===== src/rtl/acc_core_pkg.sv =====
package acc_core_pkg;

  // Core phase; the fetch/wait/execute order is the behaviour of the loop.
  typedef enum logic [2:0] {
    PH_FETCH,
    PH_FWAIT,
    PH_EXEC,
    PH_OWAIT,
    PH_HALT
  } phase_e;

  // What the accumulator does at the end of an operand wait cycle.
  typedef enum logic [1:0] {
    AC_KEEP,
    AC_LOAD,
    AC_ADD
  } ac_op_e;

  localparam int OP_HALT  = 0;
  localparam int OP_LOAD  = 1;
  localparam int OP_STORE = 2;
  localparam int OP_ADD   = 5;

endpackage


===== src/rtl/acc_sm_adder.sv =====
module acc_sm_adder #(
  parameter int DATA_W = 16
) (
  input  logic [DATA_W-1:0] a,
  input  logic [DATA_W-1:0] b,
  output logic [DATA_W-1:0] sum,
  output logic              ovf
);

  localparam int MAG_W = DATA_W - 1;

  // Sign-magnitude addition; returns {overflow, sign, magnitude}.
  function automatic logic [DATA_W:0] sm_add(input logic [DATA_W-1:0] x,
                                             input logic [DATA_W-1:0] y);
    logic             sx, sy, sr, ov;
    logic [MAG_W-1:0] mx, my, mr;
    logic [MAG_W:0]   wide;
    sx = x[DATA_W-1];
    sy = y[DATA_W-1];
    mx = x[MAG_W-1:0];
    my = y[MAG_W-1:0];
    ov = 1'b0;
    if (sx == sy) begin
      wide = {1'b0, mx} + {1'b0, my};
      mr   = wide[MAG_W-1:0];
      ov   = wide[MAG_W];
      sr   = sx;
    end else if (mx >= my) begin
      mr = mx - my;
      sr = sx;
    end else begin
      mr = my - mx;
      sr = sy;
    end
    if (mr == '0) sr = 1'b0;
    return {ov, sr, mr};
  endfunction

  logic [DATA_W:0] res;

  always_comb begin
    res = sm_add(a, b);
    sum = res[DATA_W-1:0];
    ovf = res[DATA_W];
  end

endmodule


===== src/rtl/acc_datapath.sv =====
module acc_datapath
  import acc_core_pkg::*;
#(
  parameter int DATA_W = 16
) (
  input  logic              clk,
  input  logic              rst_n,
  input  ac_op_e            ac_op,
  input  logic [DATA_W-1:0] mem_rdata,
  output logic [DATA_W-1:0] ac,
  output logic              ovf
);

  localparam logic [DATA_W-1:0] NEG_ZERO = {1'b1, {(DATA_W-1){1'b0}}};

  logic [DATA_W-1:0] ac_q;
  logic              ovf_q;
  logic [DATA_W-1:0] add_sum;
  logic              add_ovf;

  acc_sm_adder #(.DATA_W(DATA_W)) u_adder (
    .a   (ac_q),
    .b   (mem_rdata),
    .sum (add_sum),
    .ovf (add_ovf)
  );

  always_ff @(posedge clk or negedge rst_n) begin
    if (!rst_n) begin
      ac_q  <= '0;
      ovf_q <= 1'b0;
    end else begin
      unique case (ac_op)
        AC_LOAD: ac_q <= mem_rdata;
        AC_ADD: begin
          ac_q  <= add_sum;
          ovf_q <= ovf_q | add_ovf;
        end
        default: ;
      endcase
    end
  end

  assign ac  = ac_q;
  assign ovf = ovf_q;

  // a load copies the read word
  a_r3_load_copies: assert property (@(posedge clk) disable iff (!rst_n)
    (ac_op == AC_LOAD) |=> (ac_q == $past(mem_rdata)));

  // add results are never negative zero
  a_r6_no_neg_zero: assert property (@(posedge clk) disable iff (!rst_n)
    (ac_op == AC_ADD) |=> (ac_q != NEG_ZERO));

  // overflow is sticky
  a_r7_ovf_sticky: assert property (@(posedge clk) disable iff (!rst_n)
    ovf_q |=> ovf_q);

endmodule


===== src/rtl/acc_sequencer.sv =====
module acc_sequencer
  import acc_core_pkg::*;
#(
  parameter int                ADDR_W     = 12,
  parameter int                OPC_W      = 4,
  parameter logic [ADDR_W-1:0] START_ADDR = '0,
  localparam int               DATA_W     = OPC_W + ADDR_W
) (
  input  logic              clk,
  input  logic              rst_n,
  input  logic [DATA_W-1:0] mem_rdata,
  output logic [ADDR_W-1:0] mem_addr,
  output logic              mem_we,
  output logic [ADDR_W-1:0] pc,
  output logic [DATA_W-1:0] ir,
  output logic              halted,
  output logic              illegal,
  output ac_op_e            ac_op
);

  phase_e            phase_q, phase_d;
  logic [ADDR_W-1:0] pc_q, pc_d;
  logic [DATA_W-1:0] ir_q, ir_d;
  logic              ill_q, ill_d;

  logic [OPC_W-1:0]  opcode;
  logic [ADDR_W-1:0] field;
  logic              is_halt, is_load, is_store, is_add;

  // Named internal events used by the assertions.
  logic              ir_load;
  logic              pc_step;
  logic              store_fire;

  assign opcode = ir_q[DATA_W-1 -: OPC_W];
  assign field  = ir_q[ADDR_W-1:0];

  assign is_halt  = (opcode == OPC_W'(OP_HALT));
  assign is_load  = (opcode == OPC_W'(OP_LOAD));
  assign is_store = (opcode == OPC_W'(OP_STORE));
  assign is_add   = (opcode == OPC_W'(OP_ADD));

  assign ir_load    = (phase_q == PH_FWAIT);
  assign store_fire = (phase_q == PH_EXEC) && is_store;
  assign pc_step    = store_fire || (phase_q == PH_OWAIT);

  always_comb begin
    phase_d = phase_q;
    ill_d   = ill_q;
    ir_d    = ir_q;
    pc_d    = pc_q;
    unique case (phase_q)
      PH_FETCH: phase_d = PH_FWAIT;
      PH_FWAIT: phase_d = PH_EXEC;
      PH_EXEC: begin
        if (is_store) begin
          phase_d = PH_FETCH;
        end else if (is_load || is_add) begin
          phase_d = PH_OWAIT;
        end else begin
          phase_d = PH_HALT;
          ill_d   = !is_halt;
        end
      end
      PH_OWAIT: phase_d = PH_FETCH;
      default:  phase_d = PH_HALT;
    endcase
    if (ir_load) ir_d = mem_rdata;
    if (pc_step) pc_d = pc_q + ADDR_W'(1);
  end

  always_ff @(posedge clk or negedge rst_n) begin
    if (!rst_n) begin
      phase_q <= PH_FETCH;
      pc_q    <= START_ADDR;
      ir_q    <= '0;
      ill_q   <= 1'b0;
    end else begin
      phase_q <= phase_d;
      pc_q    <= pc_d;
      ir_q    <= ir_d;
      ill_q   <= ill_d;
    end
  end

  always_comb begin
    ac_op = AC_KEEP;
    if (phase_q == PH_OWAIT) begin
      if (is_load)     ac_op = AC_LOAD;
      else if (is_add) ac_op = AC_ADD;
    end
  end

  assign mem_addr = (phase_q == PH_FETCH) ? pc_q : field;
  assign mem_we   = store_fire;
  assign pc       = pc_q;
  assign ir       = ir_q;
  assign halted   = (phase_q == PH_HALT);
  assign illegal  = ill_q;

  // a write strobe lasts one cycle
  a_r4_we_single: assert property (@(posedge clk) disable iff (!rst_n)
    mem_we |=> !mem_we);

  // the instruction register captures the word read after the wait
  a_r2_ir_capture: assert property (@(posedge clk) disable iff (!rst_n)
    ir_load |=> (ir_q == $past(mem_rdata)));

  // each completed instruction advances the PC by one
  a_r8_pc_step: assert property (@(posedge clk) disable iff (!rst_n)
    pc_step |=> (pc_q == $past(pc_q) + ADDR_W'(1)));

  // a halted core stays frozen with no writes
  a_r9_halt_holds: assert property (@(posedge clk) disable iff (!rst_n)
    halted |=> (halted && $stable(pc_q) && $stable(ir_q) && !mem_we));

  // an illegal opcode always means the core is halted
  a_r10_illegal_halts: assert property (@(posedge clk) disable iff (!rst_n)
    illegal |-> halted);

endmodule


===== src/rtl/acc_core.sv =====
module acc_core
  import acc_core_pkg::*;
#(
  parameter int                ADDR_W     = 12,
  parameter int                OPC_W      = 4,
  parameter logic [ADDR_W-1:0] START_ADDR = '0,
  localparam int               DATA_W     = OPC_W + ADDR_W
) (
  input  logic              clk,
  input  logic              rst_n,
  output logic [ADDR_W-1:0] mem_addr,
  output logic [DATA_W-1:0] mem_wdata,
  output logic              mem_we,
  input  logic [DATA_W-1:0] mem_rdata,
  output logic              halted,
  output logic              illegal,
  output logic              overflow,
  output logic [ADDR_W-1:0] pc_out,
  output logic [DATA_W-1:0] ir_out,
  output logic [DATA_W-1:0] ac_out
);

  ac_op_e            ac_op;
  logic [DATA_W-1:0] ac;

  acc_sequencer #(
    .ADDR_W     (ADDR_W),
    .OPC_W      (OPC_W),
    .START_ADDR (START_ADDR)
  ) u_seq (
    .clk       (clk),
    .rst_n     (rst_n),
    .mem_rdata (mem_rdata),
    .mem_addr  (mem_addr),
    .mem_we    (mem_we),
    .pc        (pc_out),
    .ir        (ir_out),
    .halted    (halted),
    .illegal   (illegal),
    .ac_op     (ac_op)
  );

  acc_datapath #(.DATA_W(DATA_W)) u_dp (
    .clk       (clk),
    .rst_n     (rst_n),
    .ac_op     (ac_op),
    .mem_rdata (mem_rdata),
    .ac        (ac),
    .ovf       (overflow)
  );

  assign ac_out    = ac;
  assign mem_wdata = ac;

endmodule


===== config.mk =====
export PLATFORM = sky130hd
export DESIGN_NAME = acc_core
export DESIGN_NICKNAME = d
export VERILOG_FILES = /design/src/rtl/acc_core_pkg.sv /design/src/rtl/acc_sm_adder.sv /design/src/rtl/acc_datapath.sv /design/src/rtl/acc_sequencer.sv /design/src/rtl/acc_core.sv
export SDC_FILE = /design/constraint.sdc
export NUM_CORES = 1
export LEC_CHECK = 0
export BUFFER_PORTS_ARGS = -buffer_cell sky130_fd_sc_hd__buf_4
export CORE_ASPECT_RATIO = 0.8
export CORE_MARGIN = 5
export CORE_UTILIZATION = 57
export CTS_CLUSTER_SIZE = 30
export DETAILED_ROUTE_END_ITERATION = 6
export HOLD_SLACK_MARGIN = 0.02
export PLACE_DENSITY = 0.83
export SYNTH_ARGS = -nofsm -noshare
export SYNTH_HDL_FRONTEND = slang
export SYNTH_SLANG_ARGS = --single-unit

===== constraint.sdc =====
create_clock -name clk -period 4.17 [get_ports clk]
set_input_delay 0.2085 -clock clk [delete_from_list [all_inputs] [get_ports clk]]
set_output_delay 0.2085 -clock clk [all_outputs]
set_load 0.03 [all_outputs]

==> flow_summary_export.csv, run 1 <==
group,metric,value,unit
floorplan,die-width,111,µm
detailed_routing,detail_route.first_pass.iterations,7,
sta,maxSlewHeadroom,0.425,
final_layout,num-fill-cells,670,
floorplan,ios,94,
power,powerDensity,308,nW/µm²
grt,grt_use_total,0.268,
clock_network,cell_at_the_root_of_the_clock_tree,"sky130_fd_sc_hd__clkbuf_8",
grt,antenna_found_initial,0,
sta,achievable-frequency,287,MHz
sta,finalMaxSlewViolations,0,
detailed_routing,wirelength,13800,µm
logic_synthesis,post-synth-top-area-cell,"sky130_fd_sc_hd__dfrtp_1",
critical_path,critPathArrivalTime,3.70,ns
logic_synthesis,synth-edff-count,0,
logic_synthesis,netlist-cell-type-count,63,
critical_path,worst-setup-path-type,"register to register",
min_path,whs_path_depth,3,
clock_network,clk_pin_slew_worst_paths,0.12,ns
critical_path,worst-path-stages,11,
detailed_routing,routedWlPerCell,19.4,µm
logic_synthesis,postSynthCellCount,532,
clock_network,tritoncts.num_buffers,5,
critical_path,start_kind,"register",
logic_synthesis,mappedNetlistNets,603,
clock_network,clock_sinks,49,
clock_network,cts_tree,"built",
critical_path,kind_of_cell_adding_the_most_delay_to_the_critical_path,"simple AND/OR/NAND/NOR gates",
critical_path,crit_fanout,11,
logic_synthesis,synth_area_leaders,"sky130_fd_sc_hd__dfrtp_1 26%, sky130_fd_sc_hd__ha_1 14%, sky130_fd_sc_hd__mux2_2 7.5%",
sta,setup_total_negative_slack,0,ns
clock_network,postCtsSetupRepairBufs,0,
floorplan,floorplan.initialDensity,0.585,
logic_synthesis,synth.ff_latch_count,49,
placed_design,buffer_ports.inserted,93,
floorplan,dieArea,10000,µm²
sta,grt_setup_unrepaired,"no",
logic_synthesis,synth_ff_type,"sky130_fd_sc_hd__dfrtp_1",
sta,worst_clock_skew,0.0112,ns
sta,slew_at_the_pin_with_the_worst_max_slew_slack,0.862,ns
grt,first_global_vias,4126,
detailed_routing,viasPerCell,6.06,
logic_synthesis,post-synth-top-count-cell,"sky130_fd_sc_hd__ha_1",
placed_design,gp_congestion,0.927,
min_path,min_path_type,"input pin to register",
final_layout,syn_to_final_growth,16.4,%
logic_synthesis,synthesis.area_per_instance,8.70,µm²
clock_network,cts-htree-levels,2,
critical_path,crit_path_end_kind,"register",
status,status,"finished with violations",
sta,min_period,3.48,ns
power,p_leak,2.68,nW
critical_path,slowest_cp_cell,"sky130_fd_sc_hd__ha_1",
critical_path,cp_cell_sequence,"ha_1 -> nand4_2 -> nor4_4 -> o22ai_2 -> nand3_2 -> mux2_2 -> nand2_1 -> o21ai_0 -> nor4_1 -> nand4_1 -> o31a_1",
critical_path,reg2regPathDepth,11,
critical_path,slowest_delay,0.54,ns
power,power,1.66,mW
sta,finalHoldWorstSlack,0.159,ns
floorplan,fp-row-count,29,
final_layout,antennaDiodeCount,0,
grt,overflow,0,
detailed_routing,route.vias.total,4311,
status,violated_checks,"DRC",
flow_run,timing.max_cap.violations,0,
final_layout,layout_cells_sized_above_1,0.252,
critical_path,worst-endpoint-required,4.39,ns
floorplan,design.core.area,7910,µm²
detailed_routing,drt_drc_violations_left,1,
final_layout,fin_nets,673,
logic_synthesis,synth_top_area_share,0.265,
logic_synthesis,yosysSeqAreaShare,0.265,
sta,min_period_over_period,0.835,
logic_synthesis,synth_top_cells_by_count,"50 x sky130_fd_sc_hd__ha_1, 49 x sky130_fd_sc_hd__dfrtp_1, 46 x sky130_fd_sc_hd__inv_1",
sta,setup-violations-final,0,
placed_design,hpwl,10600,µm
clock_network,max-clock-path-buffers,2,
sta,timing_hold_violations_final,0,
floorplan,die_h,90.6,µm
power,power.ir.vdd_worst,312,µV
detailed_routing,detailedRoute.firstIterationViolations,396,
logic_synthesis,synthArstFlopShare,1.00,
logic_synthesis,synth.cell_area,4630,µm²
clock_network,clk-insertion-delay-late,0.32,ns
critical_path,path_buf_inv,0,
grt,grt_max_degree,50,
grt,grt_first_pass_wirelength,21800,µm
logic_synthesis,ys_warn_count,0,
detailed_routing,antenna_left,0,
## worst paths after layout
check	to	slack, ns	start
max	u_dp.ac[15]	0.69	u_dp.ac[6]
min in group asynchronous	u_dp.ac[4]	0.42	rst_n
max in group asynchronous	u_seq.ir[10]	3.28	rst_n
min	u_seq.ir[14]	0.16	mem_rdata[14]
max reg2reg	u_dp.ac[15]	0.69	u_dp.ac[6]
min reg2reg	u_dp.ovf	0.50	u_dp.ovf
## layer usage
layer	vias to the layer above	share of wire	GRT usage	wire length (µm)
met2	250	0.43	0.414	5970
met3	36	0.11	0.0543	1470
met1	2039	0.44	0.386	6040
met4	0	0.021	0.0595	287
li1	1986	-	-	-
met5	-	0	0	0
## flip-flops by register name, summed over array words and instances, names as in the netlist
register       count
u_dp.ac           16
u_seq.illegal      1
u_seq.ir          16
u_seq.phase_q      3
u_seq.pc          12
u_dp.ovf           1
## metrics by stage
| step | utilization | instance area [µm²] | cells | setup WS (ns) |
|---|---|---|---|---|
| final | 0.681 | 5390 | 711 | 0.690 |
| after global routing | 0.681 | 5390 | 711 | 0.475 |
| after CTS | 0.681 | 5390 | 711 | 0.717 |
| after detailed placement | 0.668 | 5280 | 702 | 0.729 |
| after global placement | 0.668 | 5280 | 702 | 0.813 |
| after floorplan | - | 4630 | 532 | 0.975 |
## logic make-up after synthesis
family	after synthesis	synth area share
AOI/OAI and AO/OA	139	0.194
and+or+nand+nor	139	0.154
buffers and inverters	85	0.0908
adders and majority gates	53	0.148
DFF	49	0.265
muxes	43	0.101
xor gates and xnor gates	24	0.0470
## power by group
part           internal, mW  total [mW]  switching (mW)
sequential            0.526       0.587          0.0606
clock                 0.126       0.329           0.203
combinational         0.289       0.745           0.456
total                 0.942        1.66           0.719
## cell type report
class	count	area, µm²	share of cell area
inverters	47	176	0.0327
flip-flops and latches	49	1230	0.227
well taps	108	135	0.0251
clock inverters	3	28.8	0.00534
repair buffers	101	761	0.141
clock buffers	5	68.8	0.0128
multi-input cells	398	2990	0.555
## layout by cell type, fill, tap and decap left out, types with 3 or more instances in the layout
cell / n
sky130_fd_sc_hd__ha_1: 50
sky130_fd_sc_hd__nor2_1: 33
sky130_fd_sc_hd__clkbuf_8: 5
sky130_fd_sc_hd__nor3_1: 7
sky130_fd_sc_hd__o21bai_1: 10
sky130_fd_sc_hd__inv_1: 46
sky130_fd_sc_hd__mux2_2: 31
sky130_fd_sc_hd__nand4_1: 8
sky130_fd_sc_hd__o31ai_1: 4
sky130_fd_sc_hd__or3_1: 4
sky130_fd_sc_hd__xor2_1: 4
sky130_fd_sc_hd__o21ai_0: 35
sky130_fd_sc_hd__nor2b_1: 3
sky130_fd_sc_hd__dfrtp_1: 49
sky130_fd_sc_hd__buf_4: 100
sky130_fd_sc_hd__xnor2_1: 19
sky130_fd_sc_hd__nand2_1: 43
sky130_fd_sc_hd__a31oi_1: 5
sky130_fd_sc_hd__a211o_1: 4
sky130_fd_sc_hd__a21oi_1: 37
sky130_fd_sc_hd__o21a_1: 3
sky130_fd_sc_hd__nand3_1: 9
sky130_fd_sc_hd__a211oi_1: 4
sky130_fd_sc_hd__and4_1: 3
sky130_fd_sc_hd__o211ai_1: 6
sky130_fd_sc_hd__fa_1: 3
sky130_fd_sc_hd__a21o_1: 8
sky130_fd_sc_hd__nand3b_1: 3
sky130_fd_sc_hd__nand2b_1: 10
sky130_fd_sc_hd__mux2i_1: 12
## worst reg2reg max path, stage by stage, from the launching register on
cell,delay (ns)
sky130_fd_sc_hd__dfrtp_1,0.47
sky130_fd_sc_hd__ha_1,0.54
sky130_fd_sc_hd__nand4_2,0.20
sky130_fd_sc_hd__nor4_4,0.34
sky130_fd_sc_hd__o22ai_2,0.19
sky130_fd_sc_hd__nand3_2,0.29
sky130_fd_sc_hd__mux2_2,0.38
sky130_fd_sc_hd__nand2_1,0.06
sky130_fd_sc_hd__o21ai_0,0.10
sky130_fd_sc_hd__nor4_1,0.39
sky130_fd_sc_hd__nand4_1,0.17
sky130_fd_sc_hd__o31a_1,0.26
## repair_timing
action | in CTS | in global routing
resized for setup | 0 | 0
endpoints found under the hold margin | 49 | 0
hold buffers | 1 | 0
No activity file was read; power rests on OpenSTA's default activity.
==> inputs of run 2 (changes only) <==
--- a/config.mk
+++ b/config.mk
@@ -8,11 +8,11 @@
 export BUFFER_PORTS_ARGS = -buffer_cell sky130_fd_sc_hd__buf_4
 export CORE_ASPECT_RATIO = 0.8
 export CORE_MARGIN = 5
-export CORE_UTILIZATION = 57
+export CORE_UTILIZATION = 51
 export CTS_CLUSTER_SIZE = 30
 export DETAILED_ROUTE_END_ITERATION = 6
 export HOLD_SLACK_MARGIN = 0.02
-export PLACE_DENSITY = 0.83
+export PLACE_DENSITY = 0.79
 export SYNTH_ARGS = -nofsm -noshare
 export SYNTH_HDL_FRONTEND = slang
 export SYNTH_SLANG_ARGS = --single-unit
==> constraint.sdc (replaced) <==
create_clock -name clk -period 3.2 [get_ports clk]
set_input_delay 0.16 -clock clk [delete_from_list [all_inputs] [get_ports clk]]
set_output_delay 0.16 -clock clk [all_outputs]
set_load 0.03 [all_outputs]
==> run 2 against run 1 <==
The flow finishes with violations (setup timing). Via count grew 3.5%. Combinational power grew 36%. Design area grew 9.2%. Register-to-register slack lost 0.70 ns. Fmax grew 8.5%. Global-route usage shrank 0.32 points. Critical path type unchanged. Highest routed layer unchanged.
==> flow_summary_export.csv, run 2 (same netlist as run 1, synthesis figures left out) <==
group,metric,value,unit
status,status,"finished with violations",
status,violated_checks,"setup timing",
clock_network,clock_sinks,49,
final_layout,mostFrequentLayoutCell,"sky130_fd_sc_hd__buf_4",
final_layout,num-fill-cells,741,
grt,grt_first_pass_wirelength,22800,µm
floorplan,floorplan.initialDensity,0.517,
placed_design,hpwl,11100,µm
placed_design,placed_cells,756,
final_layout,antennaDiodeCount,0,
sta,finalMaxSlewViolations,0,
final_layout,post-route-util,0.657,
floorplan,die-width,117,µm
final_layout,syn_to_final_growth,27.2,%
sta,min_period,3.21,ns
critical_path,crit_fanout,4,
grt,antenna_found_initial,0,
critical_path,kind_of_cell_adding_the_most_delay_to_the_critical_path,"compound AO/OA/AOI/OAI gates",
detailed_routing,detail_route.first_pass.iterations,5,
final_layout,layout_cells_sized_above_1,0.334,
floorplan,ios,94,
placed_design,gp_congestion,0.986,
detailed_routing,route.vias.total,4463,
grt,first_global_vias,4314,
detailed_routing,drt_drc_violations_left,0,
critical_path,cp_cell_sequence,"inv_2 -> ha_4 -> inv_2 -> fa_2 -> a21o_1 -> a221o_1 -> a21o_1 -> a21oi_1 -> mux2i_1 -> o21a_1 -> xnor2_1 -> nor4_2 -> nand4_1 -> o31a_1",
floorplan,design.core.area,8960,µm²
flow_run,timing.max_cap.violations,0,
detailed_routing,antenna_left,0,
grt,grt_use_total,0.264,
clock_network,max-clock-path-buffers,2,
floorplan,die_h,95.2,µm
critical_path,worst-endpoint-required,3.39,ns
clock_network,clk_pin_slew_worst_paths,0.07,ns
grt,grt_max_degree,50,
power,p_leak,2.92,nW
sta,setup-violations-final,1,
sta,slew_at_the_pin_with_the_worst_max_slew_slack,0.654,ns
sta,min_period_over_period,1.00,
grt,overflow,0,
critical_path,crit_path_end_kind,"register",
sta,maxSlewHeadroom,0.564,
floorplan,dieArea,11100,µm²
critical_path,slowest_cp_cell,"sky130_fd_sc_hd__dfrtp_1",
critical_path,worst-setup-path-type,"register to register",
detailed_routing,viasPerCell,5.82,
sta,grt_setup_unrepaired,"yes",
detailed_routing,detailedRoute.firstIterationViolations,281,
sta,timing_hold_violations_final,0,
placed_design,detailedPlace.worstSlack,-0.0405,ns
clock_network,cts_tree,"built",
critical_path,critPathArrivalTime,3.40,ns
final_layout,postLayoutCellArea,5890,µm²
sta,final.setup.worst_slack,-0.00613,ns
clock_network,tritoncts.num_buffers,5,
critical_path,start_kind,"register",
detailed_routing,wirelength,14400,µm
sta,worst_clock_skew,0.00697,ns
clock_network,cts-htree-levels,2,
sta,finalHoldWorstSlack,0.131,ns
placed_design,buffer_ports.inserted,93,
clock_network,clk-insertion-delay-late,0.30,ns
sta,achievable-frequency,312,MHz
floorplan,fp-row-count,31,
placed_design,detailed_place.area,5640,µm²
final_layout,post_layout_nonfiller_instances,767,
critical_path,slowest_delay,0.42,ns
critical_path,path_buf_inv,2,
final_layout,fin_nets,722,
min_path,min_path_type,"input pin to register",
final_layout,layout.cells.most_common_list,"149 x sky130_fd_sc_hd__buf_4, 49 x sky130_fd_sc_hd__dfrtp_1, 44 x sky130_fd_sc_hd__inv_1",
power,powerDensity,402,nW/µm²
power,power.ir.vdd_worst,404,µV
clock_network,cell_at_the_root_of_the_clock_tree,"sky130_fd_sc_hd__clkbuf_16",
detailed_routing,routedWlPerCell,18.7,µm
run 2: routing by layer:
layer | GRT usage | share of wire
met5 | 0 | 0
met4 | 0.0812 | 0.022
met3 | 0.0533 | 0.088
met2 | 0.383 | 0.42
met1 | 0.395 | 0.47
run 2: through the flow:
stage	TNS, ns	power, mW
final	-0.00613	2.37
after global routing	-0.150	2.47
after CTS	0	2.36
after detailed placement	-0.0405	1.77
after global placement	0	1.77
after floorplan	0	1.38
run 2: tightest hold or removal path: cells and delay by family:
| family | cells | cell delay (ns) |
|---|---|---|
| buf+inv | 1 | 0.10 |
| compound gates | 1 | 0.08 |
| simple gates | 1 | 0.04 |
run 2: power by group:
group          internal, mW  leakage, nW  switching [mW]
Clock                 0.315       0.0735           0.269
Combinational         0.416         2.27           0.595
Sequential            0.685        0.578          0.0897
run 2: worst paths after layout:
check | start | end | slack [ns] | cells after the start
worst max-delay path | u_dp.ac[0] | u_dp.ac[15] | -0.006 | 14
worst min register to register | u_dp.ovf | u_dp.ovf | 0.48 | 1
worst min-delay path | mem_rdata[14] | u_seq.ir[14] | 0.13 | 3
worst max register to register | u_dp.ac[0] | u_dp.ac[15] | -0.006 | 14
min in group asynchronous | rst_n | u_dp.ac[5] | 0.41 | 2
max in group asynchronous | rst_n | u_seq.ir[14] | 2.33 | 2
run 2: layout make-up:
cell class | instances | area [µm²] | share of cell area
sequential | 49 | 1230 | 0.208
multi-input combinational | 398 | 3060 | 0.519
clock inverter | 2 | 16.3 | 0.00276
timing repair buffer | 150 | 1130 | 0.192
clock buffer | 6 | 139 | 0.0236
tap | 115 | 144 | 0.0244
inverter | 47 | 176 | 0.0300
run 2: timing repair:
action / 4_1_cts / 5_1_grt
pin swaps: 3 / 12
cloned: 0 / 0
setup endpoints to repair: 1 / 4
hold buffers: 1 / 0
resized for setup: 2 / 21
hold endpoints to repair: 49 / 0
buffers inserted: 1 / 1
==> inputs of run 3 (changes only) <==
--- a/config.mk
+++ b/config.mk
@@ -13,6 +13,7 @@
 export DETAILED_ROUTE_END_ITERATION = 6
 export HOLD_SLACK_MARGIN = 0.02
 export PLACE_DENSITY = 0.79
+export RECOVER_POWER = 100
 export SYNTH_ARGS = -nofsm -noshare
 export SYNTH_HDL_FRONTEND = slang
 export SYNTH_SLANG_ARGS = --single-unit
==> run 3 against run 2 <==
The flow still finishes with violations (setup timing). Highest routed layer unchanged. Core utilization shrank 3.3 points. Design area shrank 5.0%. Non-clock buffer count is the same. Sequential share of layout area grew 1.1 points. Largest cell class unchanged. Clock-buffer cell count is the same. Critical endpoint unchanged. Final cell count is the same. Clock power shrank 0.9%. Flip-flop and latch count is the same.
==> flow_summary_export.csv, run 3 (same netlist as run 1, synthesis figures left out) <==
group,metric,value,unit
critical_path,crit_fanout,4,
critical_path,start_kind,"register",
clock_network,clk_pin_slew_worst_paths,0.07,ns
min_path,min_path_type,"input pin to register",
placed_design,gp_congestion,0.986,
detailed_routing,detail_route.first_pass.iterations,5,
detailed_routing,viasPerCell,5.78,
detailed_routing,drt_drc_violations_left,0,
detailed_routing,antenna_left,0,
status,violated_checks,"setup timing",
critical_path,path_buf_inv,2,
floorplan,ios,94,
placed_design,buffer_ports.inserted,93,
clock_network,tritoncts.num_buffers,5,
critical_path,worst-setup-path-type,"register to register",
power,p_leak,2.64,nW
sta,achievable-frequency,311,MHz
sta,final.setup.worst_slack,-0.0161,ns
critical_path,slowest_delay,0.42,ns
clock_network,cts-htree-levels,2,
sta,slew_at_the_pin_with_the_worst_max_slew_slack,1.27,ns
sta,finalHoldWorstSlack,0.135,ns
detailed_routing,route.vias.total,4430,
grt,grt_use_total,0.264,
critical_path,slowest_cp_cell,"sky130_fd_sc_hd__dfrtp_1",
critical_path,cp_cell_sequence,"inv_2 -> ha_4 -> inv_2 -> fa_2 -> a21o_1 -> a221o_1 -> a21o_1 -> a21oi_1 -> mux2i_1 -> o21a_1 -> xnor2_1 -> nor4_2 -> nand4_1 -> o31a_1",
critical_path,crit_path_end_kind,"register",
floorplan,dieArea,11100,µm²
final_layout,layout_cells_sized_above_1,0.215,
critical_path,worst-endpoint-required,3.39,ns
grt,grt_first_pass_wirelength,22800,µm
clock_network,max-clock-path-buffers,2,
sta,worst_clock_skew,0.00624,ns
grt,antenna_found_initial,0,
flow_run,timing.max_cap.violations,0,
clock_network,cts_tree,"built",
final_layout,syn_to_final_growth,20.8,%
final_layout,mostFrequentLayoutCell,"sky130_fd_sc_hd__clkbuf_1",
sta,min_period_over_period,1.01,
floorplan,fp-row-count,31,
sta,timing_hold_violations_final,0,
floorplan,floorplan.initialDensity,0.517,
detailed_routing,routedWlPerCell,18.6,µm
clock_network,clock_sinks,49,
floorplan,design.core.area,8960,µm²
final_layout,fin_nets,722,
sta,maxSlewHeadroom,0.156,
power,power.ir.vdd_worst,364,µV
detailed_routing,detailedRoute.firstIterationViolations,312,
critical_path,cp-startpoint,"u_dp.ac[0]",
placed_design,hpwl,11100,µm
grt,overflow,0,
min_path,worst_hold_startpoint,"mem_rdata[14]",
final_layout,num-fill-cells,834,
sta,min_period,3.22,ns
critical_path,critPathArrivalTime,3.40,ns
grt,first_global_vias,4314,
detailed_routing,wirelength,14300,µm
clock_network,clk-insertion-delay-late,0.30,ns
final_layout,layout.cells.most_common_list,"76 x sky130_fd_sc_hd__clkbuf_1, 72 x sky130_fd_sc_hd__buf_4, 49 x sky130_fd_sc_hd__dfrtp_1",
placed_design,detailedPlace.worstSlack,-0.0405,ns
power,powerDensity,404,nW/µm²
clock_network,cell_at_the_root_of_the_clock_tree,"sky130_fd_sc_hd__clkbuf_16",
final_layout,antennaDiodeCount,0,
sta,setup-violations-final,1,
grt,grt_max_degree,50,
sta,grt_setup_unrepaired,"yes",
critical_path,kind_of_cell_adding_the_most_delay_to_the_critical_path,"compound AO/OA/AOI/OAI gates",
sta,finalMaxSlewViolations,0,
status,status,"finished with violations",
floorplan,die-width,117,µm
floorplan,die_h,95.2,µm
critical_path,rr_startpoint,"u_dp.ac[0]",
## run 3: cell types whose count changed in the layout (fill, tap and decap cells not counted)
cell / before / now
sky130_fd_sc_hd__nor3b_1: 1 / 2
sky130_fd_sc_hd__buf_4: 149 / 72
sky130_fd_sc_hd__nor3b_2: 1 / 0
sky130_fd_sc_hd__clkbuf_2: 0 / 1
sky130_fd_sc_hd__mux2_1: 0 / 1
sky130_fd_sc_hd__clkbuf_1: 0 / 76
sky130_fd_sc_hd__mux2_2: 31 / 30
## run 3: worst register-to-register path: cells and delay by family (launching register included)
| family | cells | cell delay (ns) |
|---|---|---|
| fa+ha+maj | 2 | 0.50 |
| flops | 1 | 0.42 |
| mux | 1 | 0.09 |
| xor+xnor | 1 | 0.17 |
| simple gates | 2 | 0.41 |
| buf+inv | 2 | 0.15 |
| compound gates | 6 | 1.36 |
## run 3: where the power goes
part	leakage, nW	internal (mW)	switching (mW)
clock	0.0735	0.315	0.264
sequential	0.578	0.685	0.0867
combinational	1.99	0.319	0.592
total	2.64	1.32	0.943
## run 3: layout make-up
class                      instances  area (µm²)  area share
clock buffer                       6         139      0.0248
inverter                          47         176      0.0315
sequential                        49        1230       0.219
multi-input combinational        398        3050       0.546
tap                              115         144      0.0257
clock inverter                     2        16.3     0.00291
timing repair buffer             150         841       0.150
## run 3: metal layers
| metal | share of wire | track usage | vias up |
|---|---|---|---|
| li1 | - | - | 2093 |
| met1 | 0.48 | 0.395 | 2110 |
| met2 | 0.42 | 0.383 | 203 |
| met3 | 0.080 | 0.0533 | 24 |
| met4 | 0.021 | 0.0812 | 0 |
| met5 | 0 | 0 | - |
## run 3: worst paths after layout
| kind | endpoint | slack [ns] | cells after the start |
|---|---|---|---|
| worst min-delay path | u_seq.ir[14] | 0.14 | 3 |
| min in group asynchronous | u_dp.ac[5] | 0.65 | 2 |
| worst min register to register | u_dp.ovf | 0.48 | 1 |
| worst max register to register | u_dp.ac[15] | -0.02 | 14 |
| max in group asynchronous | u_seq.ir[14] | 1.76 | 2 |
| worst max-delay path | u_dp.ac[15] | -0.02 | 14 |
## run 3: per-stage QoR
step | setup TNS (ns) | std cells | utilization | area (µm²) | total power, mW
final | -0.0161 | 767 | 0.624 | 5600 | 2.26
after global routing | -0.169 | 767 | 0.624 | 5600 | 2.37
after CTS | 0 | 766 | 0.649 | 5810 | 2.36
after detailed placement | -0.0405 | 756 | 0.629 | 5640 | 1.77
after global placement | 0 | 756 | 0.629 | 5640 | 1.77
after floorplan | 0 | 532 | - | 4630 | 1.38
## run 3: timing repair
action | in CTS | in global routing
hold buffers | 1 | 0
gates cloned | 0 | 0
hold endpoints to repair | 49 | 0
pin swaps | 3 | 12
buffers inserted | 1 | 1
setup endpoints to repair | 1 | 4
resized for setup | 2 | 21
